[config.mk]
export PLATFORM = sky130hd
export DESIGN_NAME = amo_rmw_unit
export DESIGN_NICKNAME = d
export VERILOG_FILES = /design/src/rtl/amo_pkg.sv /design/src/rtl/amo_decode.sv /design/src/rtl/amo_alu.sv /design/src/rtl/amo_rmw_unit.sv
export SDC_FILE = /design/constraint.sdc
export NUM_CORES = 1
export LEC_CHECK = 0
export BUFFER_PORTS_ARGS = -buffer_cell sky130_fd_sc_hd__buf_2
export CAP_MARGIN = 40
export CELL_PAD_IN_SITES_DETAIL_PLACEMENT = 2
export CELL_PAD_IN_SITES_GLOBAL_PLACEMENT = 2
export CORE_MARGIN = 5
export CORE_UTILIZATION = 33
export DETAILED_ROUTE_END_ITERATION = 6
export PLACE_DENSITY_LB_ADDON = 0.1
export SLEW_MARGIN = 25
export SYNTH_ARGS = -nofsm -noshare
export SYNTH_HDL_FRONTEND = slang
export SYNTH_SLANG_ARGS = --single-unit
[constraint.sdc]
create_clock -name clk -period 7.35 [get_ports clk]
set_input_delay 1.47 -clock clk [delete_from_list [all_inputs] [get_ports clk]]
set_output_delay 1.47 -clock clk [all_outputs]
set_load 0.01 [all_outputs]
[src/rtl/amo_pkg.sv]
package amo_pkg;

    localparam logic [1:0] SZ_WORD  = 2'd0;
    localparam logic [1:0] SZ_DWORD = 2'd3;

    typedef enum logic [2:0] {
        ST_IDLE,
        ST_READ,
        ST_MODIFY,
        ST_WRITE,
        ST_DONE
    } amo_state_e;

    typedef enum logic [2:0] {
        K_ADD,
        K_OR,
        K_AND,
        K_XOR,
        K_XCHG,
        K_CMPX
    } amo_kind_e;

    typedef struct packed {
        amo_kind_e kind;
        logic      fetch;
        logic      dword;
        logic      legal;
    } amo_ctl_t;

endpackage

[src/rtl/amo_decode.sv]
module amo_decode
    import amo_pkg::*;
(
    input  logic [7:0] op,
    input  logic [1:0] size,
    output amo_ctl_t   ctl
);

    logic size_ok;
    logic op_ok;
    amo_kind_e kind;

    assign size_ok = (size == SZ_WORD) || (size == SZ_DWORD);

    always_comb begin
        kind  = K_ADD;
        op_ok = 1'b0;
        case (op[7:4])
            4'h0: begin kind = K_ADD;  op_ok = 1'b1;  end
            4'h4: begin kind = K_OR;   op_ok = 1'b1;  end
            4'h5: begin kind = K_AND;  op_ok = 1'b1;  end
            4'hA: begin kind = K_XOR;  op_ok = 1'b1;  end
            4'hE: begin kind = K_XCHG; op_ok = op[0]; end
            4'hF: begin kind = K_CMPX; op_ok = op[0]; end
            default: begin kind = K_ADD; op_ok = 1'b0; end
        endcase
        if (op[3:1] != 3'b000) op_ok = 1'b0;
    end

    assign ctl.kind  = kind;
    assign ctl.fetch = op[0];
    assign ctl.dword = (size == SZ_DWORD);
    assign ctl.legal = size_ok && op_ok;

endmodule

[src/rtl/amo_alu.sv]
module amo_alu
    import amo_pkg::*;
#(
    parameter int DATA_W = 64
) (
    input  amo_kind_e          kind,
    input  logic               dword,
    input  logic [DATA_W-1:0]  old_raw,
    input  logic [DATA_W-1:0]  src,
    input  logic [DATA_W-1:0]  r0,
    output logic [DATA_W-1:0]  new_val,
    output logic [DATA_W-1:0]  old_ext,
    output logic               need_wr
);

    localparam int HALF_W = DATA_W / 2;

    logic [DATA_W-1:0] res;
    logic              equal;

    always_comb begin
        unique case (kind)
            K_ADD:   res = old_raw + src;
            K_OR:    res = old_raw | src;
            K_AND:   res = old_raw & src;
            K_XOR:   res = old_raw ^ src;
            K_XCHG:  res = src;
            K_CMPX:  res = src;
            default: res = src;
        endcase
    end

    assign equal   = dword ? (old_raw == r0)
                           : (old_raw[HALF_W-1:0] == r0[HALF_W-1:0]);
    assign new_val = dword ? res : {{HALF_W{1'b0}}, res[HALF_W-1:0]};
    assign old_ext = dword ? old_raw : {{HALF_W{1'b0}}, old_raw[HALF_W-1:0]};
    assign need_wr = (kind != K_CMPX) || equal;

endmodule

[src/rtl/amo_rmw_unit.sv]
module amo_rmw_unit
    import amo_pkg::*;
#(
    parameter int ADDR_W = 64,
    parameter int DATA_W = 64,
    parameter int OFF_W  = 16
) (
    input  logic              clk,
    input  logic              rst_n,
    input  logic              req_valid,
    input  logic [ADDR_W-1:0] req_base,
    input  logic [OFF_W-1:0]  req_offset,
    input  logic [1:0]        req_size,
    input  logic [7:0]        req_op,
    input  logic [DATA_W-1:0] req_src,
    input  logic [DATA_W-1:0] req_r0,
    output logic              busy,
    output logic              mem_lock,
    output logic              mem_en,
    output logic              mem_we,
    output logic              mem_dword,
    output logic [ADDR_W-1:0] mem_addr,
    output logic [DATA_W-1:0] mem_wdata,
    input  logic [DATA_W-1:0] mem_rdata,
    output logic              done,
    output logic              err,
    output logic              src_we,
    output logic [DATA_W-1:0] src_val,
    output logic              r0_we,
    output logic [DATA_W-1:0] r0_val
);

    localparam int EXT_W = ADDR_W - OFF_W;

    amo_state_e        state_q, state_d;
    amo_ctl_t          ctl_in, ctl_q;
    logic [ADDR_W-1:0] addr_q;
    logic [DATA_W-1:0] src_q, r0_q, old_q, new_q;
    logic              wr_q, err_q;
    logic [DATA_W-1:0] new_val, old_ext;
    logic              need_wr;

    amo_decode u_decode (
        .op   (req_op),
        .size (req_size),
        .ctl  (ctl_in)
    );

    amo_alu #(.DATA_W(DATA_W)) u_alu (
        .kind    (ctl_q.kind),
        .dword   (ctl_q.dword),
        .old_raw (mem_rdata),
        .src     (src_q),
        .r0      (r0_q),
        .new_val (new_val),
        .old_ext (old_ext),
        .need_wr (need_wr)
    );

    always_comb begin
        state_d = state_q;
        unique case (state_q)
            ST_IDLE:   if (req_valid) state_d = ctl_in.legal ? ST_READ : ST_DONE;
            ST_READ:   state_d = ST_MODIFY;
            ST_MODIFY: state_d = need_wr ? ST_WRITE : ST_DONE;
            ST_WRITE:  state_d = ST_DONE;
            ST_DONE:   state_d = ST_IDLE;
            default:   state_d = ST_IDLE;
        endcase
    end

    always_ff @(posedge clk) begin
        if (!rst_n) begin
            state_q <= ST_IDLE;
            ctl_q   <= '{kind: K_ADD, fetch: 1'b0, dword: 1'b0, legal: 1'b0};
            addr_q  <= '0;
            src_q   <= '0;
            r0_q    <= '0;
            old_q   <= '0;
            new_q   <= '0;
            wr_q    <= 1'b0;
            err_q   <= 1'b0;
        end else begin
            state_q <= state_d;
            if (state_q == ST_IDLE && req_valid) begin
                ctl_q  <= ctl_in;
                addr_q <= req_base + {{EXT_W{req_offset[OFF_W-1]}}, req_offset};
                src_q  <= req_src;
                r0_q   <= req_r0;
                err_q  <= !ctl_in.legal;
            end
            if (state_q == ST_MODIFY) begin
                old_q <= old_ext;
                new_q <= new_val;
                wr_q  <= need_wr;
            end
        end
    end

    always_comb begin
        busy      = (state_q != ST_IDLE);
        mem_lock  = (state_q == ST_READ) || (state_q == ST_MODIFY) || (state_q == ST_WRITE);
        mem_en    = (state_q == ST_READ) || (state_q == ST_WRITE);
        mem_we    = (state_q == ST_WRITE);
        mem_dword = ctl_q.dword;
        mem_addr  = addr_q;
        mem_wdata = new_q;
        done      = (state_q == ST_DONE);
        err       = done && err_q;
        src_we    = done && !err_q && ctl_q.fetch && (ctl_q.kind != K_CMPX);
        src_val   = old_q;
        r0_we     = done && !err_q && (ctl_q.kind == K_CMPX);
        r0_val    = old_q;
    end

    AST_LOCK_ON_ACCESS: assert property (@(posedge clk) disable iff (!rst_n)
        mem_en |-> mem_lock);
    AST_WRITE_AFTER_LOCKED: assert property (@(posedge clk) disable iff (!rst_n)
        (mem_en && mem_we) |-> $past(mem_lock));
    AST_ADDR_HELD: assert property (@(posedge clk) disable iff (!rst_n)
        (mem_lock && $past(mem_lock)) |-> $stable(mem_addr));
    AST_REJECT_SILENT: assert property (@(posedge clk) disable iff (!rst_n)
        (state_q == ST_IDLE && req_valid && !ctl_in.legal) |=> (done && !mem_en));
    AST_MISMATCH_NO_STORE: assert property (@(posedge clk) disable iff (!rst_n)
        (state_q == ST_MODIFY && !need_wr) |=> !mem_en);
    AST_DONE_PULSE: assert property (@(posedge clk) disable iff (!rst_n)
        done |=> !done);
    AST_CMPX_R0_ONLY: assert property (@(posedge clk) disable iff (!rst_n)
        r0_we |-> !src_we);
    AST_WR_MATCHES_DECISION: assert property (@(posedge clk) disable iff (!rst_n)
        (mem_en && mem_we) |-> wr_q);

endmodule

==> results of run 1 <==
==> metal layers <==
layer	GRT usage	vias up
li1	-	11700
met1	0.335	12600
met2	0.481	527
met3	0.0420	163
met4	0.0785	10
met5	0	-
==> kinds of logic after synthesis <==
kind of cell,synth area share
AOI/OAI and AO/OA,0.245
and+or+nand+nor,0.187
buffers and inverters,0.0849
adders and majority gates,0.104
muxes,0.0357
DFF,0.280
xor gates and xnor gates,0.0629
==> flip-flops by register name, indices dropped and copies added (netlist names), 3 cells and up <==
name,flops
r0_q,64
src_q,64
mem_addr,64
state_q,3
r0_val,64
ctl_q,4
mem_wdata,64
==> power breakdown <==
group | switching (mW) | internal (mW) | leakage, nW
logic | 0.880 | 0.524 | 9.37
clock network | 0.917 | 1.34 | 0.746
registers | 0.0721 | 1.87 | 2.69
total | 1.87 | 3.73 | 12.8
==> worst min-delay path by stage <==
| stage | to | startpoint | cells after the start |
|---|---|---|---|
| floorplan | ctl_q[2] | ctl_q[2] | 2 |
| global placement | mem_addr[5] | mem_addr[5] | 2 |
| detailed placement | mem_addr[59] | mem_addr[59] | 2 |
| CTS | mem_addr[59] | mem_addr[59] | 2 |
| global route | mem_addr[13] | mem_addr[13] | 2 |
| finish | mem_addr[13] | mem_addr[13] | 2 |
==> cell type report <==
type	count	area [sq um]
repair buffers	581	3090
diodes	11	27.5
clock inverters	17	153
inverters	211	802
multi-input cells	2378	15000
well taps	940	1180
clock buffers	66	1350
flip-flops and latches	329	6600
fillers	8333	42200
==> worst max-delay path: stages <==
cell	delay [ps]
buf_2	260
buf_12	230
ha_1	340
a21oi_1	220
o21ai_0	230
nor4_1	560
o21bai_1	180
nor3_1	310
a41oi_2	240
a21oi_1	460
o31ai_1	170
nand4_1	130
o211ai_1	100
==> through the flow <==
stage | instance area, sq um | setup slack, ps | hold slack [ps]
floorplan | 23500 | 3080 | 437
global placement | 26500 | 1940 | 438
detailed placement | 26600 | 2270 | 448
CTS | 28100 | 2880 | 456
global route | 28100 | 2670 | 478
finish | 28100 | 2830 | 452
==> cell usage in the layout (no fill, tap or decap), types with 21 or more instances in the layout <==
cell / synthesis / routed
nand2_1: 613 / 612
buf_2: 9 / 552
a21oi_1: 456 / 456
dfxtp_1: 329 / 326
inv_1: 208 / 208
ha_1: 192 / 192
nor2_1: 158 / 156
o21ai_0: 129 / 129
xnor2_1: 109 / 109
nand3_1: 81 / 81
xor2_1: 60 / 60
a21o_1: 58 / 58
nand4_1: 55 / 55
clkbuf_16: 0 / 47
o21bai_1: 33 / 33
nor3_1: 32 / 32
mux2i_1: 31 / 31
a221oi_1: 26 / 26
a211oi_1: 25 / 25
mux4_2: 23 / 23
a31oi_1: 22 / 22
buf_4: 64 / 21
==> impl_metrics.ini, run 1 <==
[floorplanning]
fp-row-count = 97
dieHeight_um = 277
start_util = 0.334
core_sq_um = 70400
die_x_um = 277
die_area_sq_um = 76700
ios = 550

[timing]
slew_headroom = 0.375
rsz0062_at_grt = false
fin_skew_ps = 15.5
finalSetupViolCount = 0
layout_min_cycle_time_ps = 4520
timing.fmax_mhz = 221
hold_viol_final = 0
fin_setup_tns_ps = 0
fin_crit_sh = 0.615
worstMarginPinSlew_ps = 938
slew_viol_final = 0

[grt]
grt.overflow.total = 0
grt_max_degree = 180
track_usage = 0.269
grt_pass1_vias = 27300
grt_pass1_wl_mm = 165
grt_antenna_before_repair = 18

[finish]
final_cells = 4533
post-route-util = 0.400
areaGrowthSynthToFinish_pct = 19.7
fin_nets = 4025
layout-drive-gt1-share = 0.203

[synth]
netlist_area_sq_um = 23500
synth_edf_count = 0
ys_ff_latch = 329
netlist_top_cells_area = dfxtp_1 28%, ha_1 10%, nand2_1 9.8%
ys_warn_count = 0
synth_flop_cell = dfxtp_1
yosysMostFrequentCell = nand2_1
yosysTopAreaCellShare = 0.280
ys_types = 91
syn_nets = 3650
syn-mean-instance-area_sq_um = 7.42
yosysSeqAreaShare = 0.280
synth_cells = 3171
yosysTopAreaCell = dfxtp_1
synth_top_cells_by_count = 613 x nand2_1, 456 x a21oi_1, 329 x dfxtp_1
synth-async-reset-ratio = 0

[hold_path]
hp-class = flop to flop

[clocking]
numClockSinks = 329
path_clk_slew_ps = 60
clkLatencyLatePin_ps = 590
cts_tree = yes
cts_buffer_depth = 3
cts-root-buf = clkbuf_16
ctsResizeCount = 0
post-cts-setup-buffer-count = 0
htreeDepth = 2
cts_inserted_buffers = 45
cts_hold_buf = 0

[placement]
dp_cells = 4439
portBuffers = 549
hpwl_mm = 83.1
gp_congestion = 0.895

[setup_path]
cp.required_ps = 7800
critPathLaunch = req_offset[15]
start_kind = input pin
crit_path_end = mem_addr[56]
cp.arrival_ps = 4970
cp-end-kind = flop
r2r_end = mem_wdata[56]
cp_max_fo = 29
r2r-start = src_q[0]
r2r_slack_ps = 3630
r2r_cells = 13
critPathKind = input pin to flop

[routing]
vias_per_cell = 5.53
vias = 25000
antenna_left = 0
drt-met1-wl_mm = 46.3
drc = 0
top_layer = met5
drt_first_pass_iters = 5
route.met2.wl_mm = 54.0
met3_length_mm = 4.94
finalWirelength_mm = 109
routedWlPerCell_um = 24.0
initialDrtViolationCount = 1168

[status]
run_status = completed

[pwr]
vdd_ir_drop_max_v = 0.000156
power_mw = 5.60
power_density_nw_per_um2 = 199
leakagePower_nw = 12.8

[run]
maxCapViolCount = 0
Note: power is estimated with default switching activity, not from simulation.
==> run 2, diff against run 1 <==
--- a/config.mk
+++ b/config.mk
@@ -5,12 +5,13 @@
 export SDC_FILE = /design/constraint.sdc
 export NUM_CORES = 1
 export LEC_CHECK = 0
+export ABC_AREA = 1
 export BUFFER_PORTS_ARGS = -buffer_cell sky130_fd_sc_hd__buf_2
 export CAP_MARGIN = 40
 export CELL_PAD_IN_SITES_DETAIL_PLACEMENT = 2
 export CELL_PAD_IN_SITES_GLOBAL_PLACEMENT = 2
 export CORE_MARGIN = 5
-export CORE_UTILIZATION = 33
+export CORE_UTILIZATION = 29
 export DETAILED_ROUTE_END_ITERATION = 6
 export PLACE_DENSITY_LB_ADDON = 0.1
 export SLEW_MARGIN = 25
==> constraint.sdc (replaced) <==
create_clock -name clk -period 4.4 [get_ports clk]
set_input_delay 0.88 -clock clk [delete_from_list [all_inputs] [get_ports clk]]
set_output_delay 0.88 -clock clk [all_outputs]
set_load 0.01 [all_outputs]
==> run 2 against run 1 <==
Against the previous run: synthesized cell count grew 36%; critical endpoint is now mem_addr[50]; register-to-register slack got worse by 2200 ps; critical path depth up 1; non-clock buffer count rose by 22; combinational power up 120%; flip-flop and latch count unchanged.
==> impl_metrics.ini, run 2 <==
[status]
run_status = completed

[clocking]
ctsResizeCount = 0
post-cts-setup-buffer-count = 0
cts_inserted_buffers = 45
path_clk_slew_ps = 60
numClockSinks = 329
clkLatencyLatePin_ps = 620
cts-root-buf = clkbuf_16
cts_hold_buf = 0
cts_buffer_depth = 3
htreeDepth = 2
cts_tree = yes

[setup_path]
r2r_cells = 17
worst-path-buf-inv = 5
r2r-start = src_q[0]
crit_chain = buf_2, buf_12, ha_1, nand2_1, nor2_1, inv_1, nor2_1, inv_1, nor3_1, nand3_1, nand4_1, nand3_1, nand2_1, inv_1
cp_max_fo = 49
cp.arrival_ps = 3910
cp-end-kind = flop
start_kind = input pin
critPathKind = input pin to flop
cp.required_ps = 4920
r2r_slack_ps = 1400
r2r_end = mem_wdata[48]
worst_path_most_repeated_cell = inv_1
worst_path_largest_cell_delay_ps = 660
cp_slowest_cell = nor3_1
critPathTopFamily = simple AND/OR/NAND/NOR gates

[placement]
portBuffers = 549
gp_congestion = 0.914
hpwl_mm = 115
dp_slack_ps = 484
dp_cells = 5880
place_area_sq_um = 30000

[synth]
yosysTopAreaCell = dfxtp_1
synth_flop_cell = dfxtp_1
yosysTopAreaCellShare = 0.250
syn-mean-instance-area_sq_um = 6.10
yosysSeqAreaShare = 0.250
synth_edf_count = 0
synth-async-reset-ratio = 0
netlist_area_sq_um = 26300
ys_warn_count = 0
synth_top_cells_by_count = 1095 x nand2_1, 690 x inv_1, 472 x a21oi_1
ys_ff_latch = 329
syn_nets = 4787
yosysMostFrequentCell = nand2_1
netlist_top_cells_area = dfxtp_1 25%, nand2_1 16%, inv_1 9.9%
ys_types = 47
synth_cells = 4308

[pwr]
power_density_nw_per_um2 = 323
power_mw = 10.2
vdd_ir_drop_max_v = 0.000296
leakagePower_nw = 16.2

[finish]
areaGrowthSynthToFinish_pct = 20.0
layout_common_cells = 1094 x nand2_1, 690 x inv_1, 548 x buf_2
ff_latch_area_sq_um = 6590
layout_commonest_cell = nand2_1
multi_input_area_sq_um = 16000
layout-drive-gt1-share = 0.162
design_area_sq_um = 31600
post-route-util = 0.351
fin_nets = 5230
final_cells = 5965
nFillCells = 11400

[hold_path]
hp-class = flop to flop
min_from = ctl_q[2]
hold_depth = 2
hold_path_end = ctl_q[2]

[timing]
fin_crit_sh = 0.772
worstMarginPinSlew_ps = 805
slew_viol_final = 0
timing.fmax_mhz = 294
hold_ws_ps = 458
finalSetupViolCount = 0
hold_viol_final = 0
rsz0062_at_grt = false
finalWorstSetupSlack_ps = 1000
slew_headroom = 0.459
fin_skew_ps = 28.3
fin_setup_tns_ps = 0
layout_min_cycle_time_ps = 3400

[floorplanning]
start_util = 0.292
ios = 550
core_sq_um = 90000
die_x_um = 311
die_area_sq_um = 96800
dieHeight_um = 311
fp-row-count = 110

[grt]
met2_usage = 0.512
grt_use_met3 = 0.0376
grt.overflow.total = 0
grt_antenna_before_repair = 8
grt_max_degree = 138
grt_pass1_vias = 32600
grtUsageMet1 = 0.341
top_usage_layer = met2
grt_pass1_wl_mm = 208
track_usage = 0.280

[routing]
finalWirelength_mm = 142
vias_per_cell = 5.07
drt_first_pass_iters = 5
antenna_left = 0
drc = 0
vias = 30200
initialDrtViolationCount = 1379
routedWlPerCell_um = 23.8

[run]
maxCapViolCount = 0
## run 2: changes by cell type in the layout (fill, tap and decap cells not counted), sizes merged, moves of 78 or more
| cell | previous run | this run |
|---|---|---|
| o21ai | 139 | 330 |
| inv | 211 | 710 |
| nand2 | 614 | 1118 |
| nand3 | 81 | 184 |
| nor2 | 158 | 407 |
| xnor2 | 109 | 31 |
## run 2: cell families after synthesis
group | Yosys count | synth area share
simple gates | 1792 | 0.280
buf+inv | 919 | 0.142
fa+ha+maj | 194 | 0.0929
compound gates | 1004 | 0.211
xor+xnor | 70 | 0.0233
flops | 329 | 0.250
## run 2: worst max path at each step
stage,depth (start not counted),endpoint,slack (ps),from
after detailed placement,14,mem_addr[50],480,req_offset[15]
after CTS,14,mem_addr[50],1150,req_offset[15]
after floorplan,19,mem_wdata[60],1730,mem_rdata[0]
final,14,mem_addr[50],1000,req_offset[15]
after global routing,14,mem_addr[50],1020,req_offset[15]
after global placement,14,mem_addr[50],440,req_offset[15]
## run 2: where the power goes
group | internal [mW] | total (mW) | switching [mW]
clock | 2.28 | 3.87 | 1.59
sequential | 3.15 | 3.26 | 0.111
combinational | 0.946 | 3.07 | 2.12
total | 6.38 | 10.2 | 3.82
## run 2: cell type report
cell class              instances  share of cell area
diodes                          3            0.000238
clock buffers                  69              0.0440
clock inverters                13             0.00432
inverters                     712              0.0851
multi-input cells            3060               0.506
flip-flops and latches        329               0.209
well taps                    1176              0.0466
repair buffers                603               0.105
## run 2: per-layer routing
metal,share of wire,vias up
met4,0.033,4
li1,-,14600
met1,0.43,15000
met5,0.00019,-
met2,0.50,516
met3,0.034,161
## run 2: worst register-to-register path: cells and delay by family (launching register included)
kind / cells / cell delay, ps
AOI/OAI and AO/OA: 1 / 50
adders and majority gates: 2 / 690
buffers and inverters: 2 / 240
DFF: 1 / 370
and+or+nand+nor: 12 / 1510
